[src/rtl/brel_pkg.sv]
package brel_pkg;
   typedef enum logic [1:0] {
      ST_OWN    = 2'd0,
      ST_DRAIN  = 2'd1,
      ST_YIELD  = 2'd2,
      ST_RESUME = 2'd3
   } brel_state_e;
endpackage

[src/rtl/brel_sync.sv]
module brel_sync #(
   parameter int STAGES = 2
) (
   input  logic clk,
   input  logic rst_n,
   input  logic d_i,
   output logic q_o
);
   logic [STAGES-1:0] sh_q;

   generate
      for (genvar s = 0; s < STAGES; s++) begin : g_stage
         if (s == 0) begin : g_first
            always_ff @(posedge clk or negedge rst_n)
               if (!rst_n) sh_q[0] <= 1'b0;
               else        sh_q[0] <= d_i;
         end else begin : g_next
            always_ff @(posedge clk or negedge rst_n)
               if (!rst_n) sh_q[s] <= 1'b0;
               else        sh_q[s] <= sh_q[s-1];
         end
      end
   endgenerate

   assign q_o = sh_q[STAGES-1];
endmodule

[src/rtl/brel_boundary.sv]
module brel_boundary (
   input  logic cyc_busy_i,
   input  logic burst_lock_i,
   input  logic atomic_lock_i,
   input  logic split_lock_i,
   output logic at_edge_o
);
   // The bus may change hands only when no indivisible work is open.
   assign at_edge_o = ~(cyc_busy_i | burst_lock_i | atomic_lock_i | split_lock_i);
endmodule

[src/rtl/brel_fsm.sv]
module brel_fsm
   import brel_pkg::*;
#(
   parameter int NEED_W = 2
) (
   input  logic              clk,
   input  logic              rst_n,
   input  logic              req_s_i,
   input  logic              at_edge_i,
   input  logic [NEED_W-1:0] need_i,
   output logic              grant_o,
   output logic              reclaim_o,
   output logic              seq_hold_o,
   output logic              pin_oe_o
);
   brel_state_e state_q, state_d;
   logic        reclaim_q, reclaim_d;

   always_comb begin
      state_d = state_q;
      unique case (state_q)
         ST_OWN:    if (req_s_i) state_d = ST_DRAIN;
         ST_DRAIN:  if (!req_s_i) state_d = ST_OWN;
                    else if (at_edge_i) state_d = ST_YIELD;
         ST_YIELD:  if (!req_s_i) state_d = ST_RESUME;
         ST_RESUME: state_d = ST_OWN;
         default:   state_d = ST_OWN;
      endcase
   end

   // Request-back latches while lent and clears on the edge the grant drops.
   always_comb begin
      reclaim_d = 1'b0;
      if (state_q == ST_YIELD && req_s_i)
         reclaim_d = reclaim_q | (|need_i);
   end

   always_ff @(posedge clk or negedge rst_n) begin
      if (!rst_n) begin
         state_q   <= ST_OWN;
         reclaim_q <= 1'b0;
      end else begin
         state_q   <= state_d;
         reclaim_q <= reclaim_d;
      end
   end

   assign grant_o    = (state_q == ST_YIELD);
   assign pin_oe_o   = (state_q != ST_YIELD);
   assign seq_hold_o = (state_q != ST_OWN);
   assign reclaim_o  = reclaim_q;
endmodule

[src/rtl/bus_release_arbiter.sv]
module bus_release_arbiter #(
   parameter int SYNC_STAGES = 2,
   parameter int NEED_W      = 2
) (
   input  logic              clk,
   input  logic              rst_n,
   input  logic              ext_req_i,
   input  logic              cyc_busy_i,
   input  logic              burst_lock_i,
   input  logic              atomic_lock_i,
   input  logic              split_lock_i,
   input  logic [NEED_W-1:0] need_i,
   output logic              grant_o,
   output logic              reclaim_o,
   output logic              seq_hold_o,
   output logic              pin_oe_o
);
   generate
      if (SYNC_STAGES < 2) begin : g_bad_sync
         $error("SYNC_STAGES must be at least 2");
      end
      if (NEED_W < 1) begin : g_bad_need
         $error("NEED_W must be at least 1");
      end
   endgenerate

   logic req_s;
   logic at_edge;

   brel_sync #(.STAGES(SYNC_STAGES)) u_sync (
      .clk   (clk),
      .rst_n (rst_n),
      .d_i   (ext_req_i),
      .q_o   (req_s)
   );

   brel_boundary u_boundary (
      .cyc_busy_i    (cyc_busy_i),
      .burst_lock_i  (burst_lock_i),
      .atomic_lock_i (atomic_lock_i),
      .split_lock_i  (split_lock_i),
      .at_edge_o     (at_edge)
   );

   brel_fsm #(.NEED_W(NEED_W)) u_fsm (
      .clk        (clk),
      .rst_n      (rst_n),
      .req_s_i    (req_s),
      .at_edge_i  (at_edge),
      .need_i     (need_i),
      .grant_o    (grant_o),
      .reclaim_o  (reclaim_o),
      .seq_hold_o (seq_hold_o),
      .pin_oe_o   (pin_oe_o)
   );
endmodule

[config.mk]
export PLATFORM = sky130hd
export DESIGN_NAME = bus_release_arbiter
export DESIGN_NICKNAME = d
export VERILOG_FILES = /design/src/rtl/brel_pkg.sv /design/src/rtl/brel_sync.sv /design/src/rtl/brel_boundary.sv /design/src/rtl/brel_fsm.sv /design/src/rtl/bus_release_arbiter.sv
export SDC_FILE = /design/constraint.sdc
export NUM_CORES = 1
export LEC_CHECK = 0
export ABC_AREA = 1
export BUFFER_PORTS_ARGS = -buffer_cell sky130_fd_sc_hd__buf_4
export CORE_AREA = 5 5 42 44
export DETAILED_ROUTE_END_ITERATION = 7
export DIE_AREA = 0 0 47 49
export SLEW_MARGIN = 15
export SYNTH_ARGS = -nofsm -noshare
export SYNTH_HDL_FRONTEND = slang
export SYNTH_SLANG_ARGS = --single-unit
[constraint.sdc]
create_clock -name clk -period 1.2 [get_ports clk]
set_input_delay 0.18 -clock clk [delete_from_list [all_inputs] [get_ports clk]]
set_output_delay 0.18 -clock clk [all_outputs]
set_load 0.05 [all_outputs]
==> results of run 1 <==
[synth_stat cells]
| cell type | count |
|---|---|
| nand2_2 | 1 |
| nand2_1 | 9 |
| nor3_1 | 1 |
| nor2_2 | 1 |
| inv_2 | 2 |
| o21ai_1 | 1 |
| inv_1 | 2 |
| dfrtp_1 | 5 |
| nand3_1 | 1 |
| nor2_1 | 3 |
[worst register-to-register path, cell delays in order, from the launching register on]
cell,delay [ns]
dfrtp_1,0.41
nand2_4,0.11
inv_4,0.04
buf_4,0.12
nand2_1,0.06
nor2_2,0.03
[worst max path at each step]
stage	startpoint	to	slack [ns]
2_1_floorplan	u_fsm.state_q[0]	u_fsm.reclaim_o	0.06
3_3_place_gp	u_fsm.state_q[0]	grant_o	0.28
3_5_place_dp	u_fsm.state_q[0]	grant_o	0.25
4_1_cts	u_fsm.state_q[0]	grant_o	0.01
5_1_grt	u_fsm.state_q[0]	grant_o	-0.02
6_report	u_fsm.state_q[0]	grant_o	0.04
[per-stage QoR]
stage,instances,cell area (sq um)
finish,61,393
global route,61,393
CTS,59,363
detailed placement,54,323
global placement,54,323
floorplan,26,213
[cells by family after synthesis]
group                  Yosys count
AOI/OAI and AO/OA                1
DFF                              5
and+or+nand+nor                 16
buffers and inverters            4
[what timing repair did]
action	4_1_cts	5_1_grt
resized for setup	1	4
cloned	0	0
endpoints found under the setup margin	1	3
hold buffers	1	0
pin swaps	0	0
endpoints found under the hold margin	5	0
setup buffers	0	2
[final cells by class]
cell class	count	area, sq um
Clock buffer	4	26.3
Sequential cell	5	125
Multi-Input combinational cell	17	77.6
Inverter	4	17.5
Timing Repair Buffer	15	126
Tap cell	16	20.0
Fill cell	157	1010
[routing by layer]
metal  vias up  track usage (%)  wire (um)
met5         -                0          0
met4         0             4.15          0
met3         0             4.43         45
met2         8             6.79        203
met1        82             5.15        210
li1        117                -          -
[power breakdown]
part / switching, mW / internal [mW] / leakage [nW]
clock network: 0.0722 / 0.126 / 0.0150
logic: 0.0494 / 0.0426 / 0.139
registers: 0.00791 / 0.178 / 0.0627
total: 0.130 / 0.347 / 0.216
==> results.json, run 1 <==
{
  "dr.pass1.iters": 2,
  "hold_end": "u_sync.sh_q[0]",
  "critPathLaunchType": "flip-flop",
  "worst-setup-path-type": "reg -> out",
  "cp_slowest_cell": "dfrtp_1",
  "finalMaxSlewViolations": 0,
  "tightest_slew_ns": 0.203,
  "synth_top_family_by_area": "simple AND/OR/NAND/NOR gates",
  "hold_path.startpoint": "ext_req_i",
  "cts_made_buffers": 3,
  "powerDensity_nw_per_um2": 1210,
  "relSlewSlack_pct": 86.4,
  "synth_compound_area_share_pct": 2.35,
  "antenna_found_initial": 0,
  "r2r_cells": 5,
  "critPathMaxFanout": 4,
  "area_growth_pct": 84.7,
  "cts_buffer_depth": 2,
  "die_h_um": 49,
  "place_hpwl_um": 361,
  "fp.dieArea_sq_um": 2300,
  "synth_xor_area_share_pct": 0,
  "synth_area_sq_um": 213,
  "path_delay_family": "flip-flops",
  "holdWs_ns": 0.0442,
  "vias": 207,
  "coreArea_sq_um": 1400,
  "numClockSinks": 5,
  "synth-seq-cells": 5,
  "synthMuxAreaShare_pct": 0,
  "cp_cell_sequence": "inv_2 > nand2_4 > inv_4 > buf_8",
  "tns_ns": 0,
  "r2r_slack_ns": 0.31,
  "skew_ns": 0.00304,
  "hold_path.class": "in -> reg",
  "fin_ws_ns": 0.0394,
  "grtUsageTotal_pct": 5.24,
  "die_w_um": 47,
  "path_depth": 4,
  "grt_pass1_wl_um": 807,
  "synth_cell_types": 10,
  "row_count": 14,
  "wirelength_um": 458,
  "syn_area_per_cell_sq_um": 8.18,
  "wire_per_inst_um": 7.51,
  "seq_area_frac_synth_pct": 58.8,
  "mostFrequentLayoutCells": "buf_4, nand2_1, dfrtp_1, nor2_1, clkbuf_4",
  "drc": 0,
  "cp.arrival_ns": 0.98,
  "diodes": 0,
  "io_buffers": 12,
  "cts_root_buffer": "clkbuf_4",
  "max_stage_delay_ns": 0.40,
  "leakage_nw": 0.216,
  "htreeDepth": 1,
  "setup_violations": 0,
  "start_util_pct": 15.2,
  "detail-route-antenna-nets": 0,
  "synthCells": 26,
  "max_freq_ghz": 0.862,
  "worst_ep_required_time_ns": 1.02,
  "grt_max_degree": 6,
  "yosys_warnings": 0,
  "mostFrequentLayoutCell": "buf_4",
  "fin_crit_ns": 1.16,
  "routabilityCongestion": 0.710,
  "synth_top_area_share_pct": 58.8,
  "status": "complete, no violations",
  "grt_pass1_vias": 209,
  "yosysTopAreaCell": "dfrtp_1",
  "crit_buf_inv": 3,
  "synth-adder-area-share_pct": 0,
  "rsz0062_at_grt": "yes",
  "hold_path_depth": 1,
  "yosys.area_share.simple_pct": 31.8,
  "drt_first_iter_violations": 4,
  "worst_setup_path_end_kind": "output port",
  "r2r-end": "u_fsm.reclaim_o",
  "maxCapViolCount": 0,
  "nNetsFinal": 55,
  "synth_fp_nets": 35,
  "worstSkewPairLatency_ns": 0.24,
  "finalHoldViolCount": 0,
  "finalPower_uw": 476,
  "via_per_inst": 3.39,
  "preCtsSetupSlack_ns": 0.255,
  "cts.reportedPaths.clkPinSlew_ns": 0.05,
  "tritoncts": "built",
  "synth.area.top_cells": "dfrtp_1, nand2_1, nor2_1",
  "vdd_drop_max_mv": 0.659,
  "drive_gt1_share_pct": 46.7,
  "overflow": 0,
  "utilization_pct": 28.0,
  "ios": 13,
  "final.period_utilization_pct": 96.7
}
(Power assumes the default switching activity.)
==> inputs of run 2 (changes only) <==
CTS_CLUSTER_SIZE = 30   (was not set)
SETUP_SLACK_MARGIN = 0.4   (was not set)
==> run 2 against run 1 <==
Cell area rose by 16%. Via count rose by 10%. Register-to-register slack got worse by 0.03 ns. Worst hold slack improved by 0.0075 ns. Global-route usage did not move. Sequential cell count did not move. First-iteration DRC count fell by 50%. Critical path type unchanged. Highest routed layer unchanged. Fmax fell by 1.4%. Final cell count rose by 1.6%. Combinational power rose by 28%. Wire length rose by 7.2%. Die area did not move.
==> results.json, run 2 (same netlist as run 1, synthesis figures left out) <==
{
  "finalHoldViolCount": 0,
  "dr.pass1.iters": 3,
  "cts_buffer_depth": 2,
  "vdd_drop_max_mv": 0.611,
  "drive_gt1_share_pct": 60.9,
  "leakage_nw": 0.223,
  "htreeDepth": 1,
  "powerDensity_nw_per_um2": 1080,
  "place_inst": 54,
  "rsz0062_at_grt": "yes",
  "via_per_inst": 3.68,
  "worstSetupStartpoint": "u_fsm.state_q[0]",
  "die_w_um": 47,
  "fin_crit_ns": 1.18,
  "start_util_pct": 15.2,
  "nFillCells": 152,
  "row_count": 14,
  "grt_max_degree": 6,
  "setup_violations": 0,
  "worst_setup_path_end_kind": "output port",
  "grtUsageTotal_pct": 5.24,
  "grt_pass1_vias": 252,
  "mostFrequentLayoutCell": "buf_4",
  "coreArea_sq_um": 1400,
  "antenna_found_initial": 0,
  "wirelength_um": 491,
  "routabilityCongestion": 0.592,
  "register_area_sq_um": 128,
  "mostFrequentLayoutCells": "buf_4, nand2_1, nor2_1, clkbuf_4, dfrtp_1",
  "overflow": 0,
  "cts.reportedPaths.clkPinSlew_ns": 0.04,
  "multi_input_area_sq_um": 101,
  "critPathMaxFanout": 4,
  "diodes": 0,
  "worst-setup-path-type": "reg -> out",
  "final.period_utilization_pct": 98.1,
  "cts_made_buffers": 3,
  "place_hpwl_um": 387,
  "drc": 0,
  "drt_first_iter_violations": 2,
  "worstSkewPairLatency_ns": 0.23,
  "grt_pass1_wl_um": 848,
  "status": "complete, no violations",
  "die_h_um": 49,
  "detail-route-antenna-nets": 0,
  "fp.dieArea_sq_um": 2300,
  "maxCapViolCount": 0,
  "preCtsSetupSlack_ns": 0.197,
  "nNetsFinal": 56,
  "cts_root_buffer": "clkbuf_4",
  "hold_path.class": "in -> reg",
  "finalMaxSlewViolations": 0,
  "hold_path.startpoint": "ext_req_i",
  "relSlewSlack_pct": 85.9,
  "max_freq_ghz": 0.849,
  "skew_ns": 0.00225,
  "critPathLaunchType": "flip-flop",
  "tritoncts": "built",
  "tightest_slew_ns": 0.209,
  "fin_ws_ns": 0.0225,
  "ios": 13,
  "cp.arrival_ns": 1.00,
  "numClockSinks": 5,
  "worst_ep_required_time_ns": 1.02,
  "instances_no_fill": 62,
  "vias": 228,
  "io_buffers": 12,
  "area_growth_pct": 115,
  "wire_per_inst_um": 7.92
}
==> run 2: layout make-up <==
| cell class | count | share of cell area, % |
|---|---|---|
| Clock buffer | 4 | 5.75 |
| Inverter | 4 | 6.03 |
| Multi-Input combinational cell | 17 | 22.2 |
| Sequential cell | 5 | 27.9 |
| Tap cell | 16 | 4.38 |
| Timing Repair Buffer | 16 | 33.7 |
==> run 2: final timing paths <==
path | to | slack (ns) | cells past startpoint
max | grant_o | 0.02 | 4
min | u_sync.sh_q[0] | 0.05 | 1
max reg2reg | u_fsm.reclaim_o | 0.28 | 5
min reg2reg | u_sync.q_o | 0.35 | 0
max in group asynchronous | asynchronous set/reset pin | 0.81 | 2
min in group asynchronous | u_fsm.reclaim_o | 0.27 | 2
==> run 2: critical path: stages, from the launching register on <==
cell and delay, ns:
dfrtp_1 0.38, inv_2 0.13, nand2_8 0.08, clkinv_8 0.05, buf_12 0.12
==> run 2: layer usage <==
layer | wire, um | global-route usage [%]
met5 | 0 | 0
met4 | 0 | 2.76
met3 | 34 | 3.32
met2 | 270 | 7.69
met1 | 186 | 5.59
==> run 2: power by group <==
| group | leakage (nW) | internal [mW] | total [mW] | switching, mW |
|---|---|---|---|---|
| logic | 0.149 | 0.0564 | 0.118 | 0.0617 |
| clock network | 0.0150 | 0.125 | 0.187 | 0.0619 |
| registers | 0.0594 | 0.179 | 0.187 | 0.00833 |
==> run 2: metrics by stage <==
step	utilization (%)	TNS, ns	power, mW	hold slack, ns	area [sq um]
final	32.6	0	0.492	0.0518	457
after global routing	32.6	-0.0397	0.527	0.0359	457
after CTS	31.3	-0.00249	0.502	0.0417	439
after detailed placement	25.4	0	0.283	-0.0159	357
after global placement	25.4	0	0.281	-0.0168	357
after floorplan	-	0	0.246	-0.116	246
==> run 2: timing repair <==
item / CTS / global route
pin swaps: 3 / 1
hold buffers: 1 / 0
resized for setup: 9 / 2
setup endpoints to repair: 7 / 7
buffers inserted: 2 / 1
hold endpoints to repair: 5 / 0
==> inputs of run 3 (changes only) <==
SYNTH_HIERARCHICAL = 1   (was not set)
==> run 3 against run 2 <==
Synthesized cell count is 12% higher. Critical path depth decreased by 1. Final cell count grew 6.5%. Wire length rose by 2.9%. Critical endpoint unchanged. Highest routed layer is now met4.
==> results.json, run 3 <==
{
  "status": "complete, no violations",
  "die_h_um": 49,
  "p_sw_share_pct": 24.7,
  "finalMaxSlewViolations": 0,
  "area_growth_pct": 106,
  "finalHoldViolCount": 0,
  "mostFrequentLayoutCells": "buf_4, inv_1, nand2_1",
  "skew_ns": 0.000201,
  "holdWs_ns": 0.0474,
  "tritoncts": "built",
  "cts_buffer_depth": 2,
  "leakage_nw": 0.242,
  "worst-setup-path-type": "reg -> out",
  "drc": 0,
  "row_count": 14,
  "power_frac_clock_pct": 41.2,
  "synth_edf_count": 0,
  "nFillCells": 162,
  "worstSkewPairLatency_ns": 0.24,
  "hold_path_depth": 1,
  "place_hpwl_um": 380,
  "die_w_um": 47,
  "cts.reportedPaths.clkPinSlew_ns": 0.04,
  "hold_end": "u_sync/sh_q[0]",
  "synth_fp_nets": 38,
  "cp.arrival_ns": 1.00,
  "powerDensity_nw_per_um2": 1020,
  "mostFrequentLayoutCell": "buf_4",
  "worst_setup_path_end_kind": "output port",
  "grtUsageTotal_pct": 5.38,
  "numClockSinks": 5,
  "synthCells": 29,
  "synth-seq-cells": 5,
  "start_util_pct": 15.9,
  "overflow": 0,
  "vias": 244,
  "via_per_inst": 3.70,
  "detail-route-antenna-nets": 0,
  "rsz0062_at_grt": "yes",
  "wire_per_inst_um": 7.65,
  "critPathLaunchType": "flip-flop",
  "critPathMaxFanout": 5,
  "grt_pass1_vias": 222,
  "io_buffers": 12,
  "vdd_drop_max_mv": 0.495,
  "hold_path.class": "in -> reg",
  "drt_first_iter_violations": 2,
  "grt_pass1_wl_um": 834,
  "hold_path.startpoint": "ext_req_i",
  "r2r-end": "u_fsm/state_q[0]",
  "synth_top_area_share_pct": 56.2,
  "synth_common_cells": "inv_1, nand2_1, dfrtp_1, nor2_1",
  "drive_gt1_share_pct": 58.0,
  "yosysTopAreaCell": "dfrtp_1",
  "worst_ep_required_time_ns": 1.02,
  "cts_made_buffers": 3,
  "setup_violations": 0,
  "wirelength_um": 505,
  "ios": 13,
  "synth_ff_type": "dfrtp_1",
  "final_area_sq_um": 459,
  "routabilityCongestion": 0.580,
  "htreeDepth": 1,
  "antenna_found_initial": 0,
  "relSlewSlack_pct": 89.5,
  "tightest_slew_ns": 0.157,
  "placed_area_sq_um": 358,
  "grt_max_degree": 6,
  "synth_cell_types": 10,
  "final.period_utilization_pct": 98.6,
  "netSwitchingPower_uw": 115,
  "diodes": 0,
  "comb_power_share_pct": 19.7,
  "cts_root_buffer": "clkbuf_4",
  "max_freq_ghz": 0.845,
  "syn_area_per_cell_sq_um": 7.68,
  "async_flop_share_pct": 100,
  "yosys_warnings": 6,
  "seq_area_frac_synth_pct": 56.2,
  "synth.area.top_cells": "dfrtp_1, inv_1, nand2_1",
  "synth_area_sq_um": 223,
  "dr.pass1.iters": 4,
  "pwr-share-seq_pct": 39.1,
  "power.internal_uw": 351,
  "r2r_cells": 6,
  "nNetsFinal": 60,
  "fin_crit_ns": 1.18,
  "fp.dieArea_sq_um": 2300,
  "r2r_slack_ns": 0.31,
  "maxCapViolCount": 0,
  "coreArea_sq_um": 1400
}
## run 3: cell count changes after synthesis, sizes merged
cell,before,now
nand2,10,9
inv,4,9
nor2,4,2
o21ai,1,2
## run 3: kinds of logic (layout without fill, tap and decap cells)
| kind of cell | count (synthesis) | after routing | share of synthesized area [%] |
|---|---|---|---|
| buf+inv | 9 | 30 | 15.2 |
| simple gates | 13 | 13 | 24.2 |
| compound gates | 2 | 2 | 4.49 |
| flops | 5 | 5 | 56.2 |
## run 3: layer usage
layer / share of wire, % / wire length, um / global-route usage, % / up-vias
met5: 0 / 0 / 0 / -
met4: 3.4 / 17 / 5.53 / 0
met2: 54 / 273 / 6.33 / 8
met3: 7.3 / 37 / 2.21 / 2
met1: 35 / 177 / 6.70 / 110
li1: - / - / - / 124
## run 3: repair_timing
item | 4_1_cts | 5_1_grt
endpoints found under the setup margin | 6 | 7
resized for setup | 7 | 3
buffers inserted | 3 | 1
pin swaps | 0 | 4
hold buffers | 1 | 0
endpoints found under the hold margin | 5 | 0
## run 3: power groups by stage
stage	logic (mW)	clock network (mW)	registers, mW
final	0.0919	0.192	0.183
after detailed placement	0.0698	0	0.184
after CTS	0.0823	0.204	0.182
after global routing	0.101	0.223	0.183
after floorplan	0.0369	0	0.185
after global placement	0.0685	0	0.184
## run 3: how the worst max path moves through the flow
stage,start,to,cells after the start
after floorplan,flip-flop,grant_o,2
after global placement,u_fsm/state_q[0],grant_o,4
after detailed placement,u_fsm/state_q[0],grant_o,4
after CTS,u_fsm/state_q[0],grant_o,4
after global routing,u_fsm/state_q[0],grant_o,4
final,flip-flop,grant_o,3
## run 3: layout make-up
class	count	area (sq um)	area share (%)
timing repair buffer	17	156	34.1
sequential	5	128	27.8
multi-input combinational	15	91.3	19.9
inverter	9	37.5	8.17
clock buffer	4	26.3	5.72
tap	16	20.0	4.36
## run 3: per-stage QoR
step                power [mW]  utilization (%)  std cells  TNS, ns  worst slack, ns
floorplan                0.222                -         29        0            0.136
global route             0.507             32.8         66  -0.0860          -0.0506
CTS                      0.468             31.4         65        0          0.00780
finish                   0.466             32.8         66        0           0.0171
global placement         0.253             25.5         57        0            0.220
detailed placement       0.254             25.5         57        0            0.213
## run 3: critical path, stage by stage (launching register included)
cell	delay [ns]
dfrtp_2	0.44
nand2_4	0.10
clkinvlp_4	0.08
buf_8	0.15
